**config.mk**
```make
export PLATFORM = sky130hd
export DESIGN_NAME = tmr_wdt_prescaler
export DESIGN_NICKNAME = d
export VERILOG_FILES = /design/src/rtl/tp_pkg.sv /design/src/rtl/tp_src_sel.sv /design/src/rtl/tp_prescaler.sv /design/src/rtl/tp_tmr_core.sv /design/src/rtl/tp_wdt_core.sv /design/src/rtl/tmr_wdt_prescaler.sv
export SDC_FILE = /design/constraint.sdc
export NUM_CORES = 1
export LEC_CHECK = 0
export ABC_AREA = 1
export CAP_MARGIN = 15
export CELL_PAD_IN_SITES_DETAIL_PLACEMENT = 1
export CELL_PAD_IN_SITES_GLOBAL_PLACEMENT = 2
export CORE_MARGIN = 3
export CORE_UTILIZATION = 28
export DETAILED_ROUTE_END_ITERATION = 10
export GPL_TIMING_DRIVEN = 0
export PLACE_DENSITY_LB_ADDON = 0.1
export SLEW_MARGIN = 20
export SYNTH_ARGS = -nofsm -noshare
export SYNTH_HDL_FRONTEND = slang
export SYNTH_SLANG_ARGS = --single-unit
```
**constraint.sdc**
```tcl
create_clock -name clk -period 1.95 [get_ports clk]
set_clock_uncertainty 0.2 [all_clocks]
set_input_delay 0.39 -clock clk [delete_from_list [all_inputs] [get_ports clk]]
set_output_delay 0.39 -clock clk [all_outputs]
set_load 0.01 [all_outputs]
```
**src/rtl/tp_pkg.sv**
```systemverilog
package tp_pkg;
  localparam int PS_W = 3;

  typedef struct packed {
    logic            src_ext;   // 1: external pin, 0: instruction tick
    logic            edge_inv;  // 1: falling edge of pin counts
    logic            to_wdt;    // 1: divider owned by watchdog
    logic [PS_W-1:0] ratio;     // divider tap select
  } tp_cfg_t;

  localparam int CFG_W = $bits(tp_cfg_t);
endpackage

```
**src/rtl/tp_src_sel.sv**
```systemverilog
module tp_src_sel (
  input  logic clk,
  input  logic rst,
  input  logic ext_pin,
  input  logic edge_inv,
  input  logic src_ext,
  input  logic icyc_tick,
  output logic evt
);
  logic s1, s2, s3;

  always_ff @(posedge clk) begin
    if (rst) begin
      s1 <= 1'b0;
      s2 <= 1'b0;
      s3 <= 1'b0;
    end else begin
      s1 <= ext_pin ^ edge_inv;
      s2 <= s1;
      s3 <= s2;
    end
  end

  assign evt = src_ext ? (s2 & ~s3) : icyc_tick;
endmodule

```
**src/rtl/tp_prescaler.sv**
```systemverilog
module tp_prescaler #(
  parameter int PRE_W = 8,
  parameter int PS_W  = 3
) (
  input  logic            clk,
  input  logic            rst,
  input  logic            clr,
  input  logic            adv,
  input  logic            to_wdt,
  input  logic [PS_W-1:0] ratio,
  output logic            fire
);
  logic [PRE_W-1:0] cnt;
  logic [PRE_W-1:0] mask;
  int               taps;

  always_comb begin
    taps = to_wdt ? int'(ratio) : int'(ratio) + 1;
    for (int i = 0; i < PRE_W; i++) mask[i] = (i < taps);
  end

  assign fire = adv & ~clr & ((cnt & mask) == mask);

  always_ff @(posedge clk) begin
    if (rst || clr) cnt <= '0;
    else if (adv)   cnt <= cnt + PRE_W'(1);
  end

  a_r11_ps_hold: assert property (@(posedge clk) disable iff (rst)
    (!adv && !clr) |=> $stable(cnt));
endmodule

```
**src/rtl/tp_tmr_core.sv**
```systemverilog
module tp_tmr_core #(
  parameter int TMR_W = 8
) (
  input  logic             clk,
  input  logic             rst,
  input  logic             icyc_tick,
  input  logic             inc_evt,
  input  logic             wr,
  input  logic [TMR_W-1:0] wdata,
  input  logic             flag_clr,
  output logic [TMR_W-1:0] tmr_q,
  output logic             flag
);
  logic pend, sync1, sync2;
  logic bump;

  assign bump = icyc_tick & sync2 & ~wr;

  always_ff @(posedge clk) begin
    if (rst) begin
      tmr_q <= '0;
      pend  <= 1'b0;
      sync1 <= 1'b0;
      sync2 <= 1'b0;
    end else if (wr) begin
      tmr_q <= wdata;
      pend  <= 1'b0;
      sync1 <= 1'b0;
      sync2 <= 1'b0;
    end else if (icyc_tick) begin
      if (sync2) tmr_q <= tmr_q + TMR_W'(1);
      sync2 <= sync1;
      sync1 <= pend | inc_evt;
      pend  <= 1'b0;
    end else begin
      pend <= pend | inc_evt;
    end
  end

  always_ff @(posedge clk) begin
    if (rst)                      flag <= 1'b0;
    else if (bump && &tmr_q)      flag <= 1'b1;
    else if (flag_clr)            flag <= 1'b0;
  end

  a_r4_hold: assert property (@(posedge clk) disable iff (rst)
    (!wr && !icyc_tick) |=> $stable(tmr_q));
  a_r10_flag_rise: assert property (@(posedge clk) disable iff (rst)
    $rose(flag) |-> ($past(tmr_q) == {TMR_W{1'b1}} && tmr_q == '0));
endmodule

```
**src/rtl/tp_wdt_core.sv**
```systemverilog
module tp_wdt_core #(
  parameter int WDT_W = 8
) (
  input  logic clk,
  input  logic rst,
  input  logic wdt_tick,
  input  logic wdt_clr,
  output logic ovf
);
  logic [WDT_W-1:0] cnt;

  assign ovf = wdt_tick & ~wdt_clr & (&cnt);

  always_ff @(posedge clk) begin
    if (rst || wdt_clr) cnt <= '0;
    else if (wdt_tick)  cnt <= cnt + WDT_W'(1);
  end

  a_r8_wdt_clear: assert property (@(posedge clk) disable iff (rst)
    wdt_clr |=> (cnt == '0));
endmodule

```
**src/rtl/tmr_wdt_prescaler.sv**
```systemverilog
module tmr_wdt_prescaler
  import tp_pkg::*;
#(
  parameter int TMR_W = 8,
  parameter int PRE_W = 8,
  parameter int WDT_W = 8
) (
  input  logic             clk,
  input  logic             rst,
  input  logic             icyc_tick,
  input  logic             ext_pin,
  input  logic             wdt_tick,
  input  logic             wdt_en,
  input  logic [CFG_W-1:0] cfg,
  input  logic             tmr_wr,
  input  logic [TMR_W-1:0] tmr_wdata,
  input  logic             flag_clr,
  input  logic             wdt_clr,
  output logic [TMR_W-1:0] tmr_q,
  output logic             tmr_ovf,
  output logic             wdt_timeout
);
  tp_cfg_t c;
  logic    psa_q, psa_chg;
  logic    src_evt, wdt_ovf, ps_adv, ps_clr, ps_fire;
  logic    inc_evt, wdt_evt;

  assign c       = tp_cfg_t'(cfg);
  assign psa_chg = psa_q ^ c.to_wdt;

  always_ff @(posedge clk) begin
    if (rst) psa_q <= 1'b0;
    else     psa_q <= c.to_wdt;
  end

  tp_src_sel u_src (
    .clk(clk), .rst(rst), .ext_pin(ext_pin), .edge_inv(c.edge_inv),
    .src_ext(c.src_ext), .icyc_tick(icyc_tick), .evt(src_evt)
  );

  tp_wdt_core #(.WDT_W(WDT_W)) u_wdt (
    .clk(clk), .rst(rst), .wdt_tick(wdt_tick), .wdt_clr(wdt_clr), .ovf(wdt_ovf)
  );

  assign ps_adv = c.to_wdt ? wdt_ovf : src_evt;
  assign ps_clr = psa_chg | (~c.to_wdt & tmr_wr) | (c.to_wdt & wdt_clr);

  tp_prescaler #(.PRE_W(PRE_W), .PS_W(PS_W)) u_ps (
    .clk(clk), .rst(rst), .clr(ps_clr), .adv(ps_adv),
    .to_wdt(c.to_wdt), .ratio(c.ratio), .fire(ps_fire)
  );

  assign inc_evt = c.to_wdt ? src_evt : ps_fire;
  assign wdt_evt = c.to_wdt ? ps_fire : wdt_ovf;

  tp_tmr_core #(.TMR_W(TMR_W)) u_tmr (
    .clk(clk), .rst(rst), .icyc_tick(icyc_tick), .inc_evt(inc_evt),
    .wr(tmr_wr), .wdata(tmr_wdata), .flag_clr(flag_clr),
    .tmr_q(tmr_q), .flag(tmr_ovf)
  );

  always_ff @(posedge clk) begin
    if (rst) wdt_timeout <= 1'b0;
    else     wdt_timeout <= wdt_en & wdt_evt;
  end

  a_r9_enable_gate: assert property (@(posedge clk) disable iff (rst)
    wdt_timeout |-> $past(wdt_en));
  a_r7_single_pulse: assert property (@(posedge clk) disable iff (rst)
    wdt_timeout |=> !wdt_timeout);
endmodule

```
# Yosys cells after proc, flatten, opt, wreduce, memory -nomap -nowiden
# Cells that the tools add are included.
# op_classes
addsub	4
n_lt_le_gt_ge	8
eq_ne	1
n_mux	10
bitwise_logic	21
reduce_logical	11
# op_table
op	count
4-bit by 32-bit < comparator with 1-bit output (first input constant)	4
3-bit by 32-bit < comparator with 1-bit output (first input constant)	2
1-bit by 32-bit < comparator with 1-bit output (first input constant)	1
2-bit by 32-bit < comparator with 1-bit output (first input constant)	1
32-bit two-way mux	1
8-bit by 1-bit adder with 8-bit output (second input constant)	3
8-bit two-way mux	3
8-bit AND reduction	2
1-bit AND	10
8-bit AND	1
8-bit equality test	1
1-bit two-way mux	6
2-bit nonzero test	3
1-bit inverter	5
3-bit by 1-bit adder with 4-bit output (second input constant)	1
1-bit bitwise OR	3
3-bit OR reduction	1
1-bit logical OR	2
2-bit AND reduction	1
2-bit OR reduction	1
1-bit XOR	2
1-bit logical AND	1
# word_totals
regBits	33
in_bits	23
out_inout_bits	10

# Depth between registers and ports, before layout
# depth
ltp_word	9
mapped_depth	13
depth_no_buf	12

# Cells and area by module
# Synthesis repeated with hierarchy kept, for this count alone.
# hier_totals
hier_cells	273
area_unflattened_um2	1803.0
# by_module_without_submodules
mod	n_inst	cells_each	area_each_um2	seq_area_each_um2
tp_tmr_core	1	97	646.9	240.2
tp_prescaler	1	87	546.8	160.2
tp_wdt_core	1	50	375.4	160.2
tmr_wdt_prescaler	1	22	117.6	40.0
tp_src_sel	1	17	116.4	60.1

# Worst setup path before layout
# No wires, ideal clock.
# synth_timing
path_kind	input-to-reg
startpoint	input port cfg[0]
endpoint	register u_tmr.sync1
arrival_time_ns	1.478
required_time_ns	1.692
slack_ns	0.214
stages	10
n_path_buf	0
cell_sequence	ha_1 > o21ai_0 > nand2_1 > nor2_1 > nor2_1 > nor2_1 > nand4_1 > nand2_1 > nand2_1 > nand2_1
# synth_between
elab_chain_cells	8
# synth_lines
item	line	source
start: declaration	tmr_wdt_prescaler.sv:14	input logic [CFG_W-1:0] cfg,
3-bit by 1-bit adder with 4-bit output	tp_prescaler.sv:18	taps = to_wdt ? int'(ratio) : int'(ratio) + 1;
32-bit two-way mux *	tp_prescaler.sv:18	
1-bit by 32-bit < comparator with 1-bit output (tied with other cells)	tp_prescaler.sv:19	for (int i = 0; i < PRE_W; i++) mask[i] = (i < taps);
8-bit AND	tp_prescaler.sv:22	assign fire = adv & ~clr & ((cnt & mask) == mask);
8-bit equality test *	tp_prescaler.sv:22	
1-bit AND *	tp_prescaler.sv:22	
1-bit two-way mux *	tmr_wdt_prescaler.sv:53	assign inc_evt = c.to_wdt ? src_evt : ps_fire;
1-bit bitwise OR *	tp_tmr_core.sv:33	sync1 <= pend | inc_evt;
end signal: assignment	tp_tmr_core.sv:33	
end: declaration	tp_tmr_core.sv:14	logic pend, sync1, sync2;
# Mark *: on every way between the ends. The rest lies on a longest branch, timed or not.
# A chain may end at the register's enable or synchronous reset.

# Worst setup path in the final report
# layout_timing
startpoint	register u_tmr.tmr_q[5]
endpoint	output port tmr_q[5]
# layout_rtl
item	line	source
start: declaration	tp_tmr_core.sv:11	output logic [TMR_W-1:0] tmr_q,
start signal: assignment	tp_tmr_core.sv:26	tmr_q <= wdata;
start signal: assignment	tp_tmr_core.sv:31	if (sync2) tmr_q <= tmr_q + TMR_W'(1);
end: declaration	tmr_wdt_prescaler.sv:19	output logic [TMR_W-1:0] tmr_q,
# No word-level cell between the ends.

==> impl_metrics.yaml <==
critical_path:
  cp.arrival_ns: 1.27
  cp_slowest_cell: "clkdlybuf4s50_1"
  r2r_end: "u_ps.cnt[5]$_SDFFE_PP0P_"
  ff2ff_path_depth: 10
  worstSetupPathType: "flip-flop to output port"
  cp-start-kind: "flip-flop"
  rrSetupSlack_ns: 0.17
  cp_top_family: "buffers and inverters"
  slowest_delay_ns: 0.57
  crit_required_ns: 1.36
  crit_fanout: 6
  endpoint_kind: "output port"
  cp_num_buf_inv: 1
  r2r-start: "u_wdt.cnt[0]$_SDFFE_PP0P_"
  path_cells: "clkdlybuf4s50_1"
worst_hold_path:
  hold_class: "primary input to flip-flop"
  holdPathStages: 2
  hold_start: "cfg[3]"
  hold_end: "wdt_timeout$_SDFF_PP0_"
clocking:
  clockBufferDepth: 2
  cts_tree: "done"
  cts.sinks: 33
  root_buffer: "clkbuf_8"
  cts-buffers-inserted: 5
  cts-htree-levels: 2
  clock_latency_ns: 0.28
  clkTransAtPathRegs_ns: 0.07
  hold_buffers: 0
yosys:
  synth_warnings: 0
  synth_area_sq_um: 1729
  syn-num-nets: 283
  synth_top_family_by_area: "simple AND/OR/NAND/NOR gates"
  syn_inst: 256
  seq_area_frac_synth_pct: 38.21
  synth.area.mux_share_pct: 0
  yosys.area_share.simple_pct: 33.36
  synth_compound_area_share_pct: 14.18
  synth_xor_area_share_pct: 2.026
  syn_avg_cell_area_sq_um: 6.755
  ys_seq_elements: 33
  ys_types: 31
  synthAdderAreaFrac_pct: 2.894
power:
  ir_drop_v: 0.0003191
  p_seq_share_pct: 50.4
  internal_power_w: 0.001037
  switching_share_pct: 26.34
  power_density_nw_per_um2: 618.7
  p_leak_nw: 0.9044
  power_frac_clock_pct: 35.4
  comb_power_share_pct: 14.2
  p_sw_w: 0.0003708
drt:
  firstDrtPassIters: 4
  drt-wirelength-per-cell_um: 11.95
  ant_nets: 0
  drc: 0
  drt_iter0_markers: 30
  vias: 1705
  drt-total-wl_mm: 4.409
  via_per_inst: 4.621
global_routing:
  grt-ovfl-total: 0
  antenna_found_initial: 0
  grt.total_usage_pct: 13.01
  grt_pass1_vias: 1670
  grt_pass1_wl_mm: 7.672
  grt_start_max_net_pins: 11
cells_and_area:
  final_common_cell: "nand2_1"
  syn2layout_area_growth_pct: 31.62
  final_cell_mix: "60 x nand2_1, 36 x inv_1, 34 x nor2_1"
  n_antenna_cell: 0
  final_cell_area_sq_um: 2276
  fin_nets: 323
  layout-drive-gt1-share_pct: 10.10
  fin_util_pct: 39.63
sta:
  drv_slew: 0
  period_share_pct: 95.54
  rsz0062_at_grt: "no"
  tightestPinTransition_ns: 0.5109
  clock.fmax_mhz: 536.8
  finalHoldViolations: 0
  fin_ws_ns: 0.08702
  relSlewSlack_pct: 65.94
  min_period_ns: 1.863
  hold_slack_ns: 0.1590
  setup_viol: 0
place:
  post-place-ws_ns: -0.4747
  placed_area_sq_um: 2120
  gp_congestion: 0.7119
  hpwlAfterDp_mm: 3.511
  io_buffers: 30
floorplan:
  start_util_pct: 30.11
  die_h_um: 84.59
  die_w_um: 84.59
  die_area_sq_um: 7155
  core_area_sq_um: 5743
  fp-row-count: 27
  ios: 33
run_status:
  outcome: "complete, no violations"
flow_run:
  maxCapViolCount: 0
==> cells by family (layout without fill, tap and decap cells) <==
logic type / after synthesis / after routing
flip-flops: 33 / 33
AO/OA/AOI/OAI: 43 / 43
XOR/XNOR: 4 / 4
adder cells (fa/ha/maj): 4 / 4
buffers and inverters: 41 / 82
AND/OR/NAND/NOR: 131 / 131
==> Yosys cell counts <==
master	instances	area [sq um]
nor2_1	36	135.1
nor3_1	1	5.000
a22o_1	1	8.760
xor2_1	2	17.52
o32ai_1	1	8.760
o21bai_1	1	7.510
nand2_1	60	225.2
inv_1	37	138.9
ha_1	4	50.05
nor3b_1	2	15.01
o31ai_1	2	15.01
nor2_4	1	11.26
or2_2	2	12.51
o21ai_0	14	70.07
a2bb2oi_1	1	8.760
nor2_2	1	6.260
o211ai_1	1	7.510
a21oi_1	16	80.08
buf_6	1	11.26
xnor2_1	2	17.52
nand4_1	5	31.28
or2_0	2	12.51
clkbuf_1	2	7.510
dfxtp_1	33	660.6
inv_2	1	3.750
nand3_2	2	20.02
nand3_1	17	85.08
nand2_2	1	6.260
a31oi_1	5	31.28
a21boi_1	1	7.510
nand2_4	1	11.26
==> power by group through the flow <==
stage	Sequential, W	Combinational [W]	Clock, W
floorplan	0.000726	0.0000966	0
global placement	0.000724	0.000193	0
detailed placement	0.000724	0.000194	0
CTS	0.000709	0.000196	0.000528
global route	0.000713	0.000227	0.000557
finish	0.000710	0.000199	0.000499
==> how the worst max path moves through the flow <==
stage                               end  slack [ns]                        start  cells after the start
2_1_floorplan  u_tmr.sync1$_SDFFE_PP0P_        0.21                       cfg[0]                     10
3_3_place_gp   u_tmr.sync1$_SDFFE_PP0P_       -0.49                       cfg[0]                     11
3_5_place_dp   u_tmr.sync1$_SDFFE_PP0P_       -0.47                       cfg[0]                     11
4_1_cts        u_ps.cnt[5]$_SDFFE_PP0P_       0.003    u_wdt.cnt[0]$_SDFFE_PP0P_                     10
5_1_grt         u_tmr.flag$_SDFFE_PP0P_       0.002  u_tmr.tmr_q[0]$_SDFFE_PP0P_                      7
6_report                       tmr_q[5]        0.09  u_tmr.tmr_q[5]$_SDFFE_PP0P_                      1
==> routing by layer <==
metal	up-vias	part of all wire, %	GRT usage (%)
met4	0	1.0	3.885
met5	-	0	0
met3	5	3.0	3.042
met1	775	52	17.69
li1	907	-	-
met2	18	44	20.43
==> layout make-up <==
class	count	area, sq um
Clock inverter	2	10.01
Multi-Input combinational cell	182	954.7
Tap cell	72	90.09
Timing Repair Buffer	33	324.1
Clock buffer	6	72.57
Fill cell	748	3467
Inverter	38	142.6
Buffer	3	18.77
Sequential cell	33	663.1
==> flip-flops by register name, summed over array words and instances, names as in the netlist <==
| signal | cells |
|---|---|
| u_ps.cnt | 8 |
| u_tmr.tmr_q | 8 |
| u_tmr.flag | 1 |
| u_src.s1 | 1 |
| u_wdt.cnt | 8 |
| u_src.s3 | 1 |
| u_tmr.sync1 | 1 |
| psa_q | 1 |
| u_tmr.pend | 1 |
| wdt_timeout | 1 |
| u_tmr.sync2 | 1 |
| u_src.s2 | 1 |
==> metrics by stage <==
stage,total power [W],setup TNS [ns],std cells
global placement,0.0009180,-3.877,358
finish,0.001408,0,369
floorplan,0.0008222,0,256
CTS,0.001433,0,366
detailed placement,0.0009185,-4.276,358
global route,0.001497,0,369
==> repair_timing <==
item	4_1_cts	5_1_grt
setup buffers	0	3
gates resized for setup	7	13
setup endpoints to repair	7	9
pin swaps	4	9
Note: power is estimated with default switching activity, not from simulation.
